[src/rtl/sad_pkg.sv]
// Shared types and width helpers for the SAD block matcher.
// Assumes pixel widths below 31 bits so width arithmetic stays in int.
package sad_pkg;

    // Controller phases: waiting, judging a candidate, summing, comparing
    typedef enum logic [1:0] {
        ST_IDLE  = 2'd0,
        ST_CHECK = 2'd1,
        ST_ACC   = 2'd2,
        ST_CMP   = 2'd3
    } sad_state_t;

    // Accumulator width that holds npix maximal differences plus one spare bit
    function automatic int sad_acc_width(input int npix, input int pix_w);
        return $clog2(npix * ((1 << pix_w) - 1)) + 1;
    endfunction

endpackage

[src/rtl/sad_spiral_gen.sv]
// Walks candidate displacements outward from (0,0) one ring at a time.
// Each ring r starts at (-r,-r), then runs right, down, left and up, ending at (-r,-r+1).
// Assumes RANGE >= 1. 'last' flags the final point of the outermost ring.
module sad_spiral_gen #(
    parameter int RANGE = 4,
    parameter int RW    = $clog2(RANGE + 1),
    parameter int DW    = RW + 1
) (
    input  logic                 clk,
    input  logic                 rst_n,
    input  logic                 init,
    input  logic                 step,
    output logic signed [DW-1:0] dx,
    output logic signed [DW-1:0] dy,
    output logic                 last
);

    localparam logic signed [DW-1:0] ONE = DW'(1);

    logic [RW-1:0]        ring_q;
    logic [RW-1:0]        ring_n;
    logic signed [DW-1:0] rs;
    logic signed [DW-1:0] nx;
    logic signed [DW-1:0] ny;

    assign rs = $signed({1'b0, ring_q});

    // Next point along the current ring edge, or the corner of the next ring
    always_comb begin
        nx     = dx;
        ny     = dy;
        ring_n = ring_q;
        if (ring_q == '0) begin
            nx     = -ONE;
            ny     = -ONE;
            ring_n = RW'(1);
        end else if (dy == -rs && dx < rs) begin
            nx = dx + ONE;
        end else if (dx == rs && dy < rs) begin
            ny = dy + ONE;
        end else if (dy == rs && dx > -rs) begin
            nx = dx - ONE;
        end else if (dx == -rs && dy > -rs + ONE) begin
            ny = dy - ONE;
        end else begin
            ring_n = ring_q + RW'(1);
            nx     = -rs - ONE;
            ny     = -rs - ONE;
        end
    end

    // Position register: back to the origin on init, advance on step
    always_ff @(posedge clk) begin
        if (!rst_n || init) begin
            dx     <= '0;
            dy     <= '0;
            ring_q <= '0;
        end else if (step) begin
            dx     <= nx;
            dy     <= ny;
            ring_q <= ring_n;
        end
    end

    assign last = (ring_q == RW'(RANGE)) && (dx == -rs) && (dy == -rs + ONE);

endmodule

[src/rtl/sad_window.sv]
// Bounds test and address generation for one candidate window.
// Assumes both buffers are read combinationally, row-major (cur: row*BLK+col, ref: y*REF_W+x).
module sad_window #(
    parameter int BLK   = 8,
    parameter int REF_W = 32,
    parameter int REF_H = 32,
    parameter int DW    = 4,
    parameter int XW    = $clog2(REF_W),
    parameter int YW    = $clog2(REF_H),
    parameter int IW    = $clog2(BLK),
    parameter int CAW   = $clog2(BLK * BLK),
    parameter int RAW   = $clog2(REF_W * REF_H)
) (
    input  logic [XW-1:0]        bx,
    input  logic [YW-1:0]        by,
    input  logic signed [DW-1:0] dx,
    input  logic signed [DW-1:0] dy,
    input  logic [IW-1:0]        row,
    input  logic [IW-1:0]        col,
    output logic                 ok,
    output logic [CAW-1:0]       cur_addr,
    output logic [RAW-1:0]       ref_addr
);

    int cx;
    int cy;

    // Candidate origin in frame coordinates, then bounds and addresses
    always_comb begin
        cx       = int'(bx) + int'(dx);
        cy       = int'(by) + int'(dy);
        ok       = (cx >= 0) && (cx + BLK <= REF_W) && (cy >= 0) && (cy + BLK <= REF_H);
        ref_addr = RAW'((cy + int'(row)) * REF_W + cx + int'(col));
        cur_addr = CAW'(int'(row) * BLK + int'(col));
    end

endmodule

[src/rtl/sad_accum.sv]
// Adds one absolute pixel difference per enabled cycle, walking row and column counters.
// Assumes BLK >= 2. 'last_pix' marks the final pixel of the block.
module sad_accum #(
    parameter int BLK   = 8,
    parameter int PIX_W = 8,
    parameter int SW    = 15,
    parameter int IW    = $clog2(BLK)
) (
    input  logic             clk,
    input  logic             rst_n,
    input  logic             clr,
    input  logic             en,
    input  logic [PIX_W-1:0] a,
    input  logic [PIX_W-1:0] b,
    output logic [IW-1:0]    row,
    output logic [IW-1:0]    col,
    output logic [SW-1:0]    acc,
    output logic             last_pix
);

    logic [PIX_W-1:0] diff;

    // Absolute difference without a sign bit
    always_comb begin
        diff = (a >= b) ? (a - b) : (b - a);
    end

    assign last_pix = (row == IW'(BLK - 1)) && (col == IW'(BLK - 1));

    // Sum register and raster counters over the block
    always_ff @(posedge clk) begin
        if (!rst_n || clr) begin
            acc <= '0;
            row <= '0;
            col <= '0;
        end else if (en) begin
            acc <= acc + SW'(diff);
            if (col == IW'(BLK - 1)) begin
                col <= '0;
                row <= last_pix ? '0 : row + IW'(1);
            end else begin
                col <= col + IW'(1);
            end
        end
    end

endmodule

[src/rtl/sad_block_matcher.sv]
// Full-search block matcher with a centre-out spiral visiting order.
// Per in-bounds candidate: one judge cycle, BLK*BLK summing cycles, one compare cycle.
// An out-of-bounds candidate costs one judge cycle. Strict-less compare keeps the earliest tie.
// Assumes the block lies inside the reference buffer, so (0,0) is always in bounds.
module sad_block_matcher #(
    parameter  int BLK   = 8,
    parameter  int PIX_W = 8,
    parameter  int RANGE = 4,
    parameter  int REF_W = 32,
    parameter  int REF_H = 32,
    localparam int XW    = $clog2(REF_W),
    localparam int YW    = $clog2(REF_H),
    localparam int RW    = $clog2(RANGE + 1),
    localparam int DW    = RW + 1,
    localparam int IW    = $clog2(BLK),
    localparam int CAW   = $clog2(BLK * BLK),
    localparam int RAW   = $clog2(REF_W * REF_H),
    localparam int SW    = sad_pkg::sad_acc_width(BLK * BLK, PIX_W)
) (
    input  logic                 clk,
    input  logic                 rst_n,
    input  logic                 start,
    input  logic [XW-1:0]        blk_x,
    input  logic [YW-1:0]        blk_y,
    output logic                 busy,
    output logic                 done,
    output logic signed [DW-1:0] best_dx,
    output logic signed [DW-1:0] best_dy,
    output logic [SW-1:0]        best_sad,
    output logic [CAW-1:0]       cur_addr,
    input  logic [PIX_W-1:0]     cur_pix,
    output logic [RAW-1:0]       ref_addr,
    input  logic [PIX_W-1:0]     ref_pix
);

    import sad_pkg::*;

    sad_state_t           state_q;
    logic [XW-1:0]        bx_q;
    logic [YW-1:0]        by_q;
    logic [SW-1:0]        run_sad;
    logic signed [DW-1:0] run_dx;
    logic signed [DW-1:0] run_dy;

    logic signed [DW-1:0] sp_dx;
    logic signed [DW-1:0] sp_dy;
    logic                 sp_last;
    logic                 sp_init;
    logic                 sp_step;
    logic                 cand_ok;
    logic [IW-1:0]        row;
    logic [IW-1:0]        col;
    logic [SW-1:0]        acc;
    logic                 last_pix;
    logic                 acc_clr;
    logic                 acc_en;
    logic                 better;

    // Handshakes between the controller and the walker / summer
    always_comb begin
        sp_init = (state_q == ST_IDLE) && start;
        sp_step = ((state_q == ST_CHECK) && !cand_ok && !sp_last) ||
                  ((state_q == ST_CMP) && !sp_last);
        acc_clr = (state_q == ST_CHECK) && cand_ok;
        acc_en  = (state_q == ST_ACC);
        better  = (acc < run_sad);
    end

    assign busy = (state_q != ST_IDLE);

    sad_spiral_gen #(
        .RANGE (RANGE),
        .RW    (RW),
        .DW    (DW)
    ) spiral_i (
        .clk   (clk),
        .rst_n (rst_n),
        .init  (sp_init),
        .step  (sp_step),
        .dx    (sp_dx),
        .dy    (sp_dy),
        .last  (sp_last)
    );

    sad_window #(
        .BLK   (BLK),
        .REF_W (REF_W),
        .REF_H (REF_H),
        .DW    (DW),
        .XW    (XW),
        .YW    (YW),
        .IW    (IW),
        .CAW   (CAW),
        .RAW   (RAW)
    ) window_i (
        .bx       (bx_q),
        .by       (by_q),
        .dx       (sp_dx),
        .dy       (sp_dy),
        .row      (row),
        .col      (col),
        .ok       (cand_ok),
        .cur_addr (cur_addr),
        .ref_addr (ref_addr)
    );

    sad_accum #(
        .BLK   (BLK),
        .PIX_W (PIX_W),
        .SW    (SW),
        .IW    (IW)
    ) accum_i (
        .clk      (clk),
        .rst_n    (rst_n),
        .clr      (acc_clr),
        .en       (acc_en),
        .a        (cur_pix),
        .b        (ref_pix),
        .row      (row),
        .col      (col),
        .acc      (acc),
        .last_pix (last_pix)
    );

    // Controller: phase sequencing, running minimum and result publication
    always_ff @(posedge clk) begin
        if (!rst_n) begin
            state_q  <= ST_IDLE;
            bx_q     <= '0;
            by_q     <= '0;
            run_sad  <= '1;
            run_dx   <= '0;
            run_dy   <= '0;
            done     <= 1'b0;
            best_dx  <= '0;
            best_dy  <= '0;
            best_sad <= '0;
        end else begin
            done <= 1'b0;
            unique case (state_q)
                ST_IDLE: begin
                    if (start) begin
                        bx_q    <= blk_x;
                        by_q    <= blk_y;
                        run_sad <= '1;
                        run_dx  <= '0;
                        run_dy  <= '0;
                        state_q <= ST_CHECK;
                    end
                end
                ST_CHECK: begin
                    if (cand_ok) begin
                        state_q <= ST_ACC;
                    end else if (sp_last) begin
                        done     <= 1'b1;
                        best_sad <= run_sad;
                        best_dx  <= run_dx;
                        best_dy  <= run_dy;
                        state_q  <= ST_IDLE;
                    end
                end
                ST_ACC: begin
                    if (last_pix) begin
                        state_q <= ST_CMP;
                    end
                end
                ST_CMP: begin
                    if (better) begin
                        run_sad <= acc;
                        run_dx  <= sp_dx;
                        run_dy  <= sp_dy;
                    end
                    if (sp_last) begin
                        done     <= 1'b1;
                        best_sad <= better ? acc : run_sad;
                        best_dx  <= better ? sp_dx : run_dx;
                        best_dy  <= better ? sp_dy : run_dy;
                        state_q  <= ST_IDLE;
                    end else begin
                        state_q <= ST_CHECK;
                    end
                end
                default: state_q <= ST_IDLE;
            endcase
        end
    end

endmodule

[config.mk]
export PLATFORM = sky130hd
export DESIGN_NAME = sad_block_matcher
export DESIGN_NICKNAME = d
export VERILOG_FILES = /design/src/rtl/sad_pkg.sv /design/src/rtl/sad_spiral_gen.sv /design/src/rtl/sad_window.sv /design/src/rtl/sad_accum.sv /design/src/rtl/sad_block_matcher.sv
export SDC_FILE = /design/constraint.sdc
export NUM_CORES = 1
export LEC_CHECK = 0
export ABC_CLOCK_PERIOD_IN_PS = 6400
export CAP_MARGIN = 20
export CORE_MARGIN = 8
export CORE_UTILIZATION = 57
export CTS_CLUSTER_SIZE = 40
export DETAILED_ROUTE_END_ITERATION = 10
export DONT_BUFFER_PORTS = 1
export GPL_ROUTABILITY_DRIVEN = 0
export PLACE_DENSITY = 0.79
export SYNTH_ARGS = -nofsm -noshare
export SYNTH_HDL_FRONTEND = slang
export SYNTH_SLANG_ARGS = --single-unit
[constraint.sdc]
create_clock -name clk -period 6.4 [get_ports clk]
set_input_delay 1.28 -clock clk [delete_from_list [all_inputs] [get_ports clk]]
set_output_delay 1.28 -clock clk [all_outputs]
set_load 0.005 [all_outputs]
* Yosys cells after proc, flatten, opt, wreduce, memory -nomap -nowiden
Cells that the tools add are included.
** Storage, ports and cells
- Output and inout bits :: 41
- Flip-flop bits (word level) :: 91
- Input port bits :: 29
- Logic and storage cells :: 152
** Cells by class
- Multiplexer cells :: 47
- Order comparisons :: 10
- Reductions and logical operators :: 34
- Add/subtract/negate cells :: 21
- Equality and inequality tests :: 24
** Operator list (number)
- 2-to-1 mux 4 bit :: 19
- 2-to-1 mux 15 bit :: 5
- <= comparator 32 x 7 -> 1 bit (second input constant) :: 2
- one-hot mux 15 bit (2 select lines) :: 2
- one-hot mux 4 bit (2 select lines) :: 4
- 2-to-1 mux 3 bit :: 7
- equality test 4 bit :: 5
- adder 7 x 5 -> 8 bit (second input constant) :: 2
- subtractor 8 bit :: 2
- adder 15 x 8 -> 15 bit :: 1
- logical AND 1 bit :: 15
- < comparator 15 bit :: 1
- adder 6 x 4 -> 7 bit :: 2
- >= comparator 7 x 1 -> 1 bit (second input constant) :: 2
- adder 4 x 2 -> 4 bit (second input constant) :: 3
- subtractor 4 x 2 -> 4 bit (second input constant) :: 3
- adder 10 x 4 -> 10 bit :: 1
- adder 10 x 7 -> 10 bit :: 1
- != test 2 x 1 -> 1 bit (second input constant) :: 5
- adder 3 x 1 -> 3 bit (second input constant) :: 3
- equality test 3 bit (second input constant) :: 3
- AND reduction 3 bit :: 3
- >= comparator 8 bit :: 1
- greater-than comparator 4 bit :: 2
- other kinds (23) :: 42

* Depth between registers and ports, before layout
- Word-level depth :: 11
- Gate-level depth with buffers :: 19
- Gate-level depth less buffers :: 19

* Cells and area by module
Synthesis repeated with hierarchy kept, for this count alone.
** Unflattened totals
- Cell total of the unflattened synthesis :: 861
- Area total of the unflattened synthesis :: 7028.0 um^2
** Modules (own cells, without submodules)
- sad_block_matcher :: instances 1, area each 2675.1 um^2, cells an instance 330, sequential area each 1181.1 um^2
- sad_accum :: instances 1, area each 1863.0 um^2, cells an instance 220, sequential area each 420.4 um^2
- sad_spiral_gen :: instances 1, area each 1505.2 um^2, cells an instance 190, sequential area each 220.2 um^2
- sad_window :: instances 1, area each 984.7 um^2, cells an instance 121, sequential area each 0.0 um^2

* Least setup slack after synthesis
Ideal clock, no wire load.
- Kind :: input to register
- Start point :: in cur_pix[0]
- End point :: reg accum_i.acc[14]
- Slack :: 1.839 ns
- Stages on the path :: 18
- Data required time :: 6.283 ns
- Buffers on the path :: 0
- Setup time :: 0.117 ns
- Arrival time :: 4.444 ns
- Cell sequence :: inv_1 -> ha_1 -> inv_1 -> fa_1 -> a21oi_1 -> o2111ai_1 -> nand3_1 -> a21oi_1 -> mux2_2 -> fa_1 -> a21o_1 -> a21oi_1 -> o21ai_0 -> a21oi_1 -> o211ai_1 -> nor3b_1 -> xnor2_1 -> nor2_1
** On the way
- Word-level cells in the longest chain between the ends :: 3
- Elaborated cells on any way between the ends :: 5
- Classes of those cells :: 3 x add/sub; 1 x order compare; 1 x mux
** Ends and longest elaborated chain
- start, declared :: RTL line sad_block_matcher.sv:31 : input logic [PIX_W-1:0] cur_pix,
- subtractor 8 bit or >= comparator 8 bit (tied branches) :: RTL line sad_accum.sv:25 : diff = (a >= b) ? (a - b) : (b - a);
- 2-to-1 mux 8 bit (*) :: RTL line sad_accum.sv:25
- adder 15 x 8 -> 15 bit (*) :: RTL line sad_accum.sv:37 : acc <= acc + SW'(diff);
- end signal, assigned :: RTL line sad_accum.sv:37
- end, declared :: RTL line sad_accum.sv:17 : output logic [SW-1:0] acc,
Mark *: on every way between the ends. The rest lies on a longest branch, timed or not.
A chain may end at the register's enable or synchronous reset.

* Worst setup path in the final report
Ends and elaborated chain as after synthesis.

==> results.sh <==
export IMPL_outcome="finished clean"
export IMPL_synth_cell_types=62
export IMPL_finalCritPeriodShare=0.740
export IMPL_cts_inserted_buffers=9
export IMPL_fillerInstances=976
export IMPL_whs_path_depth=2
export IMPL_final_max_slew_viol_count=0
export IMPL_grt_usage=0.206
export IMPL_wirelength_mm=15.6
export IMPL_final_setup_tns_ps=0
export IMPL_area_delta_synth_final_pct=5.87
export IMPL_io_buffers=0
export IMPL_cp_top_family="compound AO/OA/AOI/OAI gates"
export IMPL_grt_pass1_vias=5602
export IMPL_layout_drive_gt1_share=0.0416
export IMPL_required_ps=6630
export IMPL_cts_sinks=91
export IMPL_drtPass1Iterations=6
export IMPL_critPathKind="primary input to flop"
export IMPL_num_antenna_cells=0
export IMPL_switching_share=0.376
export IMPL_avgRoutedWirePerCell_um=16.7
export IMPL_io_pins=70
export IMPL_synth_area_mm2=0.00665
export IMPL_yosysWarnings=0
export IMPL_cp_depth=18
export IMPL_critPathSlowestCell="a21oi_1"
export IMPL_irDropWorstVdd_v=0.000191
export IMPL_ctsLongestPathBuffers=2
export IMPL_yosys_most_used_dff="dfxtp_1"
export IMPL_p_sw_uw=709
export IMPL_vias=5634
export IMPL_relSlewSlack=0.348
export IMPL_dp_hpwl_mm=12.2
export IMPL_crit_fanout=6
export IMPL_rsz0062_at_grt="no"
export IMPL_p_int_mw=1.18
export IMPL_rows=39
export IMPL_hold_class="flop to flop"
export IMPL_crit_top_cell="a21oi_1"
export IMPL_ys_async_sr_fraction=0
export IMPL_ctsHoldBuffers=0
export IMPL_critPathCaptureType="flop"
export IMPL_p_comb_frac=0.375
export IMPL_yosysTopAreaCellShare=0.274
export IMPL_clkLatencyLatePin_ps=350
export IMPL_via_per_inst=6.02
export IMPL_grt_max_degree=49
export IMPL_syn_inst=806
export IMPL_finalCriticalPeriod_ps=4740
export IMPL_p_leak_nw=3.14
export IMPL_syn_area_per_cell_um2=8.25
export IMPL_grt_remaining_overflow=0
export IMPL_seq_area_frac_synth=0.274
export IMPL_power_density_mw_per_mm2=268
export IMPL_synth_area_top_cells="dfxtp_1, ha_1, a21oi_1"
export IMPL_max_clock_freq_mhz=211
export IMPL_die_height_um=124
export IMPL_antenna_found_initial=0
export IMPL_dieArea_mm2=0.0154
export IMPL_cap_violations=0
export IMPL_ys_ff_latch=91
export IMPL_yosysTopAreaCell="dfxtp_1"
export IMPL_synth_edf_count=0
export IMPL_drcViolationCount=0
export IMPL_cts_root_buf="clkbuf_16"
export IMPL_seqPwrFrac=0.344
export IMPL_htreeDepth=3
export IMPL_dr_wl_met2_mm=7.53
export IMPL_path_buf_inv=2
export IMPL_crit_path_cell_trace="inv_1 -> ha_1 -> inv_1 -> fa_1 -> a21oi_1 -> o2111ai_1 -> nand3_1 -> a21oi_1 -> mux2_2 -> fa_1 -> a21o_1 -> a21oi_1 -> o21ai_0 -> a21oi_1 -> o211ai_1 -> nor3b_1 -> xnor2_1 -> nor2_1"
export IMPL_clk_pin_slew_worst_paths_ps=60
export IMPL_floorplan_initialDensity=0.583
export IMPL_setup_ws_ps=1660
export IMPL_pre_cts_slack_ps=1370
export IMPL_nets=912
export IMPL_die_x_um=124
export IMPL_setup_viol=0
export IMPL_dr_wl_met3_mm=1.03
export IMPL_antenna_left=0
export IMPL_r2r_cells=13
export IMPL_max_stage_delay_ps=490
export IMPL_fin_skew_ps=11.4
export IMPL_top_layer="met4"
export IMPL_grt_pass1_wl_mm=25.8
export IMPL_worst_pin_slew_ps=976
export IMPL_cts_tree="done"
export IMPL_startpoint_type="primary input"
export IMPL_final_hold_viol_count=0
export IMPL_cts_resized_gates=0
export IMPL_m1WireLength_mm=6.60
export IMPL_drt_iter0_drc=398
export IMPL_arrival_ps=4960
export IMPL_postCtsSetupBuffers=0
export IMPL_p_clk_frac=0.281
export IMPL_synth_nets=930
export IMPL_core_mm2=0.0114
sequential cells by signal, summed over array words and instances, names as in the netlist, 5 cells and up, named ones only:
| signal | flops |
|---|---|
| accum_i.acc | 15 |
| bx_q | 5 |
| best_sad | 15 |
| by_q | 5 |
| run_sad | 15 |
layout by cell type, fill, tap and decap left out, drive strengths merged, types with 5 or more instances in the layout:
| master | Yosys | routed |
|---|---|---|
| a21o | 13 | 13 |
| fa | 7 | 7 |
| ha | 88 | 88 |
| o21bai | 5 | 5 |
| dfxtp | 91 | 91 |
| mux2i | 27 | 27 |
| a22oi | 8 | 8 |
| o211ai | 5 | 5 |
| nand2b | 10 | 10 |
| a31oi | 6 | 6 |
| nand4 | 5 | 5 |
| nand3 | 12 | 12 |
| inv | 68 | 69 |
| nand2 | 72 | 72 |
| nor2b | 22 | 22 |
| xnor2 | 25 | 25 |
| a21oi | 77 | 77 |
| or2 | 5 | 5 |
| nor3b | 5 | 5 |
| a21boi | 11 | 11 |
| xor2 | 20 | 20 |
| o21ai | 47 | 47 |
| and3 | 8 | 8 |
| nor3 | 26 | 26 |
| o221ai | 5 | 5 |
| clkbuf | 17 | 11 |
| nor2 | 52 | 52 |
power groups by stage:
stage	registers [mW]	clock network [mW]	logic, mW
6_report	0.648	0.530	0.708
5_1_grt	0.653	0.560	0.786
4_1_cts	0.648	0.537	0.700
3_5_place_dp	0.660	0	0.696
3_3_place_gp	0.657	0	0.664
2_1_floorplan	0.633	0	0.584
path summary, 6_finish.rpt:
path,startpoint,endpoint,slack [ps]
min reg2reg,by_q[0]$_SDFFE_PN0P_,by_q[0]$_SDFFE_PN0P_,480
max reg2reg,spiral_i.ring_q[0]$_SDFFE_PP0P_,spiral_i.ring_q[0]$_SDFFE_PP0P_,2480
max,cur_pix[0],accum_i.acc[14]$_SDFFE_PP0N_,1660
min,by_q[0]$_SDFFE_PN0P_,by_q[0]$_SDFFE_PN0P_,480
metrics by stage:
step	hold slack (ps)	std cells	area, µm²	power (mW)	utilization
after detailed placement	471	919	6720	1.36	0.588
after floorplan	448	806	6650	1.22	-
after global routing	517	936	7040	2.00	0.617
after global placement	466	919	6720	1.32	0.588
final	480	936	7040	1.89	0.617
after CTS	483	935	7010	1.88	0.614
logic make-up (layout without fill, tap and decap cells):
family          count (synthesis)  in the layout  synth area share
flops                          91             91             0.274
simple gates                  236            236             0.173
mux                            29             29            0.0440
buf+inv                       100             87            0.0608
compound gates                210            210             0.202
xor+xnor                       45             45            0.0593
fa+ha+maj                      95             95             0.187
area by class of cell:
class	count	area (µm²)	area share
multi-input cells	615	4450	0.632
well taps	143	179	0.0254
flip-flops and latches	91	1820	0.259
clock buffers	11	233	0.0330
inverters	68	255	0.0362
clock inverters	5	62.6	0.00888
repair buffers	3	42.5	0.00604
Yosys cell counts, drive strengths merged (5+ instances only):
cell type,instances
a21boi,11
a21o,13
a21oi,77
a22oi,8
a31oi,6
and3,8
buf,15
clkbuf,17
dfxtp,91
fa,7
ha,88
inv,68
mux2i,27
nand2,72
nand2b,10
nand3,12
nand4,5
nor2,52
nor2b,22
nor3,26
nor3b,5
o211ai,5
o21ai,47
o21bai,5
o221ai,5
or2,5
xnor2,25
xor2,20
worst register-to-register path: stages (launching register included):
cell and delay [ps]:
dfxtp_1 630, inv_1 190, ha_1 260, ha_1 390
inv_1 80, ha_1 280, and4_1 190, a2111oi_0 350
a21boi_1 640, nor2_2 130, a21oi_1 230, or2_2 160
nor3_1 50, a211oi_1 260
routing by layer:
| metal | vias to the layer above | GRT usage |
|---|---|---|
| li1 | 2796 | - |
| met1 | 2638 | 0.239 |
| met2 | 164 | 0.358 |
| met3 | 36 | 0.0530 |
| met4 | 0 | 0.0788 |
| met5 | - | 0 |
Power figures use the tool's default switching activity.
